==> src/rtl/sdclk_pkg.sv <==
package sdclk_pkg;

  // Which part of the divisor field sets the ratio of the next period.
  typedef enum logic {
    SEL_FULL  = 1'b0,
    SEL_SHORT = 1'b1
  } ratio_sel_e;

endpackage

==> src/rtl/sdclk_divreg.sv <==
module sdclk_divreg #(
  parameter int DIV_W   = 11,
  parameter int RST_DIV = 507
) (
  input  logic             clk_core,
  input  logic             rst_n,
  input  logic             wr_en,
  input  logic [DIV_W-1:0] wr_data,
  output logic [DIV_W-1:0] field_q
);

  localparam logic [DIV_W-1:0] FIELD_RST = DIV_W'(RST_DIV);

  logic [DIV_W-1:0] field_d;

  always_comb begin
    field_d = field_q;
    if (wr_en) begin
      field_d = wr_data;
    end
  end

  always_ff @(posedge clk_core or negedge rst_n) begin
    if (!rst_n) begin
      field_q <= FIELD_RST;
    end else if (wr_en) begin
      field_q <= field_d;
    end
  end

endmodule

==> src/rtl/sdclk_ratio_sel.sv <==
module sdclk_ratio_sel
  import sdclk_pkg::*;
#(
  parameter int DIV_W   = 11,
  parameter int SHORT_W = 3
) (
  input  logic [DIV_W-1:0] field,
  input  logic             xfer_mode,
  input  logic             hold_full,
  output logic [DIV_W:0]   ratio
);

  localparam int NW = DIV_W + 1;

  ratio_sel_e       sel;
  logic [NW-1:0]    full_ratio;
  logic [NW-1:0]    short_ratio;

  assign full_ratio = {1'b0, field} + NW'(2);

  generate
    if (SHORT_W < DIV_W) begin : g_short
      assign short_ratio = {{(NW - SHORT_W){1'b0}}, field[SHORT_W-1:0]} + NW'(2);
    end else begin : g_noshort
      assign short_ratio = full_ratio;
    end
  endgenerate

  always_comb begin
    sel = SEL_FULL;
    if (xfer_mode && !hold_full) begin
      sel = SEL_SHORT;
    end
  end

  always_comb begin
    unique case (sel)
      SEL_SHORT: ratio = short_ratio;
      default:   ratio = full_ratio;
    endcase
  end

endmodule

==> src/rtl/sdclk_phase_gen.sv <==
module sdclk_phase_gen #(
  parameter int NW    = 12,
  parameter int RST_N = 509
) (
  input  logic          clk_core,
  input  logic          rst_n,
  input  logic [NW-1:0] next_ratio,
  output logic          sd_clk,
  output logic          sd_rise,
  output logic          sd_fall
);

  localparam logic [NW-1:0] CNT_RST = NW'(RST_N - 1);
  localparam logic [NW-1:0] PER_RST = NW'(RST_N);
  localparam logic [NW-1:0] HI_RST  = NW'((RST_N + 1) / 2);

  logic [NW-1:0] cnt_q, cnt_d;
  logic [NW-1:0] per_q, per_d;
  logic [NW-1:0] hi_q, hi_d;
  logic          clk_q, clk_d;
  logic          rise_q, rise_d;
  logic          fall_q, fall_d;
  logic          wrap;

  // Next-state: the ratio is captured only when a period wraps.
  always_comb begin
    wrap  = (cnt_q == (per_q - NW'(1)));
    cnt_d = cnt_q + NW'(1);
    per_d = per_q;
    hi_d  = hi_q;
    if (wrap) begin
      cnt_d = '0;
      per_d = next_ratio;
      hi_d  = (next_ratio + NW'(1)) >> 1;
    end
    clk_d  = (cnt_d < hi_d);
    rise_d = clk_d & ~clk_q;
    fall_d = ~clk_d & clk_q;
  end

  always_ff @(posedge clk_core or negedge rst_n) begin
    if (!rst_n) begin
      cnt_q  <= CNT_RST;
      per_q  <= PER_RST;
      hi_q   <= HI_RST;
      clk_q  <= 1'b0;
      rise_q <= 1'b0;
      fall_q <= 1'b0;
    end else begin
      cnt_q  <= cnt_d;
      per_q  <= per_d;
      hi_q   <= hi_d;
      clk_q  <= clk_d;
      rise_q <= rise_d;
      fall_q <= fall_d;
    end
  end

  assign sd_clk  = clk_q;
  assign sd_rise = rise_q;
  assign sd_fall = fall_q;

endmodule

==> src/rtl/sdclk_divider.sv <==
module sdclk_divider #(
  parameter int DIV_W   = 11,
  parameter int SHORT_W = 3,
  parameter int RST_DIV = 507
) (
  input  logic             clk_core,
  input  logic             rst_n,
  input  logic             div_we,
  input  logic [DIV_W-1:0] div_wdata,
  input  logic             xfer_mode,
  input  logic             hold_full_div,
  output logic [DIV_W-1:0] div_value,
  output logic             sd_clk,
  output logic             sd_rise,
  output logic             sd_fall
);

  localparam int NW = DIV_W + 1;

  logic          rst_meta_q;
  logic          rst_sync_n;
  logic [NW-1:0] sel_ratio;

  // Asynchronous assert, synchronous release.
  always_ff @(posedge clk_core or negedge rst_n) begin
    if (!rst_n) begin
      rst_meta_q <= 1'b0;
      rst_sync_n <= 1'b0;
    end else begin
      rst_meta_q <= 1'b1;
      rst_sync_n <= rst_meta_q;
    end
  end

  sdclk_divreg #(
    .DIV_W   (DIV_W),
    .RST_DIV (RST_DIV)
  ) u_divreg (
    .clk_core (clk_core),
    .rst_n    (rst_sync_n),
    .wr_en    (div_we),
    .wr_data  (div_wdata),
    .field_q  (div_value)
  );

  sdclk_ratio_sel #(
    .DIV_W   (DIV_W),
    .SHORT_W (SHORT_W)
  ) u_sel (
    .field     (div_value),
    .xfer_mode (xfer_mode),
    .hold_full (hold_full_div),
    .ratio     (sel_ratio)
  );

  sdclk_phase_gen #(
    .NW    (NW),
    .RST_N (RST_DIV + 2)
  ) u_phase (
    .clk_core   (clk_core),
    .rst_n      (rst_sync_n),
    .next_ratio (sel_ratio),
    .sd_clk     (sd_clk),
    .sd_rise    (sd_rise),
    .sd_fall    (sd_fall)
  );

endmodule

==> config.mk <==
export PLATFORM = sky130hd
export DESIGN_NAME = sdclk_divider
export DESIGN_NICKNAME = d
export VERILOG_FILES = /design/src/rtl/sdclk_pkg.sv /design/src/rtl/sdclk_divreg.sv /design/src/rtl/sdclk_ratio_sel.sv /design/src/rtl/sdclk_phase_gen.sv /design/src/rtl/sdclk_divider.sv
export SDC_FILE = /design/constraint.sdc
export NUM_CORES = 1
export LEC_CHECK = 0
export CORE_ASPECT_RATIO = 1.25
export CORE_MARGIN = 3
export CORE_UTILIZATION = 62
export DETAILED_ROUTE_END_ITERATION = 12
export HOLD_SLACK_MARGIN = 0.05
export PLACE_DENSITY = 0.85
export SYNTH_ARGS = -nofsm -noshare
export SYNTH_HDL_FRONTEND = slang
export SYNTH_SLANG_ARGS = --single-unit
==> constraint.sdc <==
create_clock -name clk_core -period 2.35 [get_ports clk_core]
set_clock_uncertainty 0.05 [all_clocks]
set_input_delay 0.3525 -clock clk_core [delete_from_list [all_inputs] [get_ports clk_core]]
set_output_delay 0.3525 -clock clk_core [all_outputs]
set_load 0.01 [all_outputs]
==> impl_metrics.toml, run 1 <==
[logic_synthesis]
async_flop_share_pct = 100.0
synth_flop_cell = "dfstp_2"
yosys_warnings = 0
yosysTopAreaCell = "dfstp_2"
ys_types = 48
synth_area_leaders = "dfstp_2 (26%), dfrtp_1 (17%), ha_1 (6.4%)"
synthCells = 312
synth.most_common_cell = "dfstp_2"
synthMuxAreaShare_pct = 9.344
yosys.area_share.simple_pct = 18.13
synth_area_um2 = 3147
synth_top_area_share_pct = 25.88
synth_fa_ha_area_share_pct = 6.362
synth_edf_count = 0
synth_top_family_by_area = "simple AND/OR/NAND/NOR gates"
seq_area_frac_synth_pct = 42.58
synth_xor_area_share_pct = 10.02
synthTopCellsByCount = "dfstp_2 (31), nand2_1 (26), nor2_1 (24)"
synth_nets = 344
ys_seq_elements = 52
synth-compound-area-share_pct = 10.02
syn_area_per_cell_um2 = 10.09

[floorplan]
ios = 30
initial_utilization_pct = 65.09
rows = 28
die_w_um = 69.72
die_h_um = 85.65

[place]
pre_cts_slack_ns = -1.427
place_congestion = 0.8704
dpl.hpwl_mm = 7.660
io_buffers = 29
dp.cells = 482

[cts]
clkSinkCount = 52
htree_levels = 2
post_cts_buffers = 13
cts-hold-fix-buffers = 0
cts_root_buffer = "clkbuf_8"
clock_path_buffers = 2
cts_resized = 88
cts_made_buffers = 5

[status]
error_line = "[ERROR DPL-0033] detailed placement checks failed during check placement."
outcome = "did not finish"
haltStage = "4_1_cts"
[logic make-up after synthesis]
kind of cell | count (synthesis)
AO/OA/AOI/OAI | 52
XOR/XNOR | 36
adder cells (fa/ha/maj) | 16
buffers and inverters | 20
flip-flops | 52
multiplexers | 27
other | 1
AND/OR/NAND/NOR | 108
[stage by stage]
step / hold WS (ns) / area, µm² / util [%]
after floorplan: 0.006909 / 3212 / -
after global placement: 0.2860 / 4197 / 86.80
after detailed placement: 0.3029 / 4197 / 86.80
==> run 2: changes to the inputs <==
--- a/config.mk
+++ b/config.mk
@@ -5,12 +5,10 @@
 export SDC_FILE = /design/constraint.sdc
 export NUM_CORES = 1
 export LEC_CHECK = 0
-export CORE_ASPECT_RATIO = 1.25
 export CORE_MARGIN = 3
-export CORE_UTILIZATION = 62
+export CORE_UTILIZATION = 40
 export DETAILED_ROUTE_END_ITERATION = 12
-export HOLD_SLACK_MARGIN = 0.05
-export PLACE_DENSITY = 0.85
+export PLACE_DENSITY_LB_ADDON = 0.15
 export SYNTH_ARGS = -nofsm -noshare
 export SYNTH_HDL_FRONTEND = slang
 export SYNTH_SLANG_ARGS = --single-unit
==> run 2 against run 1 <==
Area after synthesis is the same. Synthesized cell count stayed put. The flow now finishes, with violations (setup timing).
==> impl_metrics.toml, run 2 <==
[logic_synthesis]
synth_flop_cell = "dfstp_2"
yosysTopAreaCell = "dfstp_2"
async_flop_share_pct = 100.0
synth_area_leaders = "dfstp_2 (26%), dfrtp_1 (17%), ha_1 (6.4%)"
yosys_warnings = 0
synth_edf_count = 0
synthTopCellsByCount = "dfstp_2 (31), nand2_1 (26), nor2_1 (24)"
synth_nets = 344
ys_types = 48
synth_area_um2 = 3147
ys_seq_elements = 52
seq_area_frac_synth_pct = 42.58
synthCells = 312
synth.most_common_cell = "dfstp_2"
synth_top_area_share_pct = 25.88
syn_area_per_cell_um2 = 10.09

[cts]
cts-hold-fix-buffers = 0
htree_levels = 2
clkSinkCount = 52
clk_pin_slew_ns = 0.11
cts_root_buffer = "clkbuf_8"
cts_made_buffers = 5
insertion_delay_ns = 0.32
clock_path_buffers = 2
cts_tree = "yes"

[floorplan]
ios = 30
core_um2 = 7447
initial_utilization_pct = 42.25
die_w_um = 94.70
die_h_um = 94.70
rows = 31
die_area_um2 = 8967

[worst_setup_path]
critical_path.slowest_cell = "dfstp_2"
critPathMaxFanout = 8
crit_type = "reg2reg"
critPathArrivalTime_ns = 3.76
cp_top_family = "simple AND/OR/NAND/NOR gates"
crit_buf_inv = 2
start_kind = "flip-flop"
required_ns = 2.56
endpoint_kind = "flip-flop"
critical_path.max_stage_delay_ns = 0.56
cp_cell_sequence = "inv_2 -> ha_4 -> xnor2_2 -> a211oi_2 -> o211ai_1 -> nor4_4 -> and3_4 -> buf_12 -> nor2_1 -> ha_2 -> nand4_1 -> nor2_2 -> and4_1 -> nand2_2 -> a41oi_2 -> a22o_1"

[pwr]
power_density_nw_per_um2 = 370.1
finalPower_mw = 1.827
ir_drop_mv = 0.3278
p_leak_nw = 2.181

[place]
placed_area_um2 = 4228
dp.cells = 517
io_buffers = 29
place_congestion = 0.8747
dpl.hpwl_mm = 6.456

[run]
maxCapViolCount = 0

[status]
violations = "setup timing"
outcome = "finished, violations left"

[layout]
antenna_cells = 0
finish.instance_area_um2 = 4937
largest_registers = "u_phase.cnt_q: 12 flops, u_phase.hi_q: 12 flops, u_phase.per_q: 12 flops"
fin_cells = 556
final_cell_mix = "buf_4 (87), dfstp_2 (31), clkdlybuf4s50_1 (29), buf_6 (25), xor2_1 (22)"
final_common_cell = "buf_4"
nNetsFinal = 488
area_growth_pct = 56.90
final_layout_size_suffix_gt1_share_pct = 49.67

[timing]
fmax_ghz = 0.2820
finalHoldViolations = 0
rsz0062_at_grt = "true"
setup_slack_ns = -1.196
tightest_slew_ns = 0.5567
min_period_ns = 3.546
min_period_over_period_pct = 150.9
finalSetupViolCount = 29
drv_slew = 0
relSlewSlack_pct = 62.89

[detailed_routing]
finalWirelength_mm = 9.535
dr_total_vias = 2904
postRouteAntennaNets = 0
drt_pass1_iterations = 4
routedWlPerCell_um = 17.15
drt_iter0_markers = 156
drcViolationCount = 0
vias_per_cell = 5.223

[global_routing]
grt_overflow = 0
grt_pass1_vias = 2968
grt_max_degree = 29
track_usage_pct = 21.27
grt_pass1_wl_mm = 14.55
antenna_found_initial = 0

[worst_hold_path]
worstHoldPathType = "in2async"
==> run 2: cell counts after synthesis <==
Identical to the previous run, type by type.
==> run 2: cell families after synthesis <==
logic type               Yosys count  share of synthesized area (%)
adder cells (fa/ha/maj)           16                          6.362
XOR/XNOR                          36                          10.02
flip-flops                        52                          42.58
multiplexers                      27                          9.344
other                              1                         0.1192
AND/OR/NAND/NOR                  108                          18.13
buffers and inverters             20                          3.419
AO/OA/AOI/OAI                     52                          10.02
==> run 2: worst paths after layout <==
check / start / end / slack (ns) / cells past startpoint
max: u_phase.per_q[0] / u_phase.sd_fall / -1.20 / 16
min: rst_n / rst_meta_q / 0.14 / 1
max reg2reg: u_phase.per_q[0] / u_phase.sd_fall / -1.20 / 16
min reg2reg: rst_sync_n / u_phase.cnt_q[11] / 0.21 / 0
max in group asynchronous: rst_sync_n / u_divreg.field_q[5] / 1.40 / 1
min in group clk_core: rst_meta_q / rst_sync_n / 0.32 / 0
==> run 2: worst register-to-register path: cells and delay by family (launching register included) <==
family,cells,cell delay (ns)
flops,1,0.56
compound gates,4,0.63
buf+inv,2,0.21
fa+ha+maj,2,0.53
simple gates,7,1.37
xor+xnor,1,0.13
==> run 2: what timing repair did <==
item | 4_1_cts | 5_1_grt
buffers inserted | 19 | 22
pin swaps | 10 | 15
gates resized for setup | 55 | 47
setup endpoints to repair | 28 | 39
gates cloned | 1 | 0
==> run 2: layout make-up <==
cell class	count	area, µm²
multi-input combinational	240	2004
clock inverter	3	18.77
fill	571	2510
sequential	52	1341
tap	99	123.9
inverter	10	37.54
timing repair buffer	147	1343
clock buffer	5	68.82
==> run 2: routing by layer <==
metal	global-route usage, %	vias to the layer above	part of all wire, %
met5	0	-	0
met4	7.212	0	2.6
met3	4.064	23	3.6
met2	36.47	73	50
met1	26.80	1413	44
li1	-	1395	-
==> run 2: where the power goes <==
group	internal [mW]	total (mW)	switching [mW]
Sequential	0.927	0.951	0.0232
Clock	0.209	0.536	0.327
Combinational	0.188	0.341	0.152
Total	1.32	1.83	0.503
==> run 2: stage by stage <==
| step | hold WS [ns] | utilization [%] | setup slack [ns] | TNS, ns |
|---|---|---|---|---|
| 3_5_place_dp | 0.2286 | 56.77 | -1.188 | -7.001 |
| 2_1_floorplan | 0.006909 | - | -0.9718 | -3.067 |
| 5_1_grt | 0.1220 | 66.30 | -1.320 | -12.56 |
| 3_3_place_gp | 0.2158 | 56.77 | -1.144 | -5.990 |
| 6_report | 0.1375 | 66.30 | -1.196 | -9.390 |
| 4_1_cts | 0.1402 | 62.94 | -1.158 | -15.22 |
Note: power is estimated with default switching activity, not from simulation.
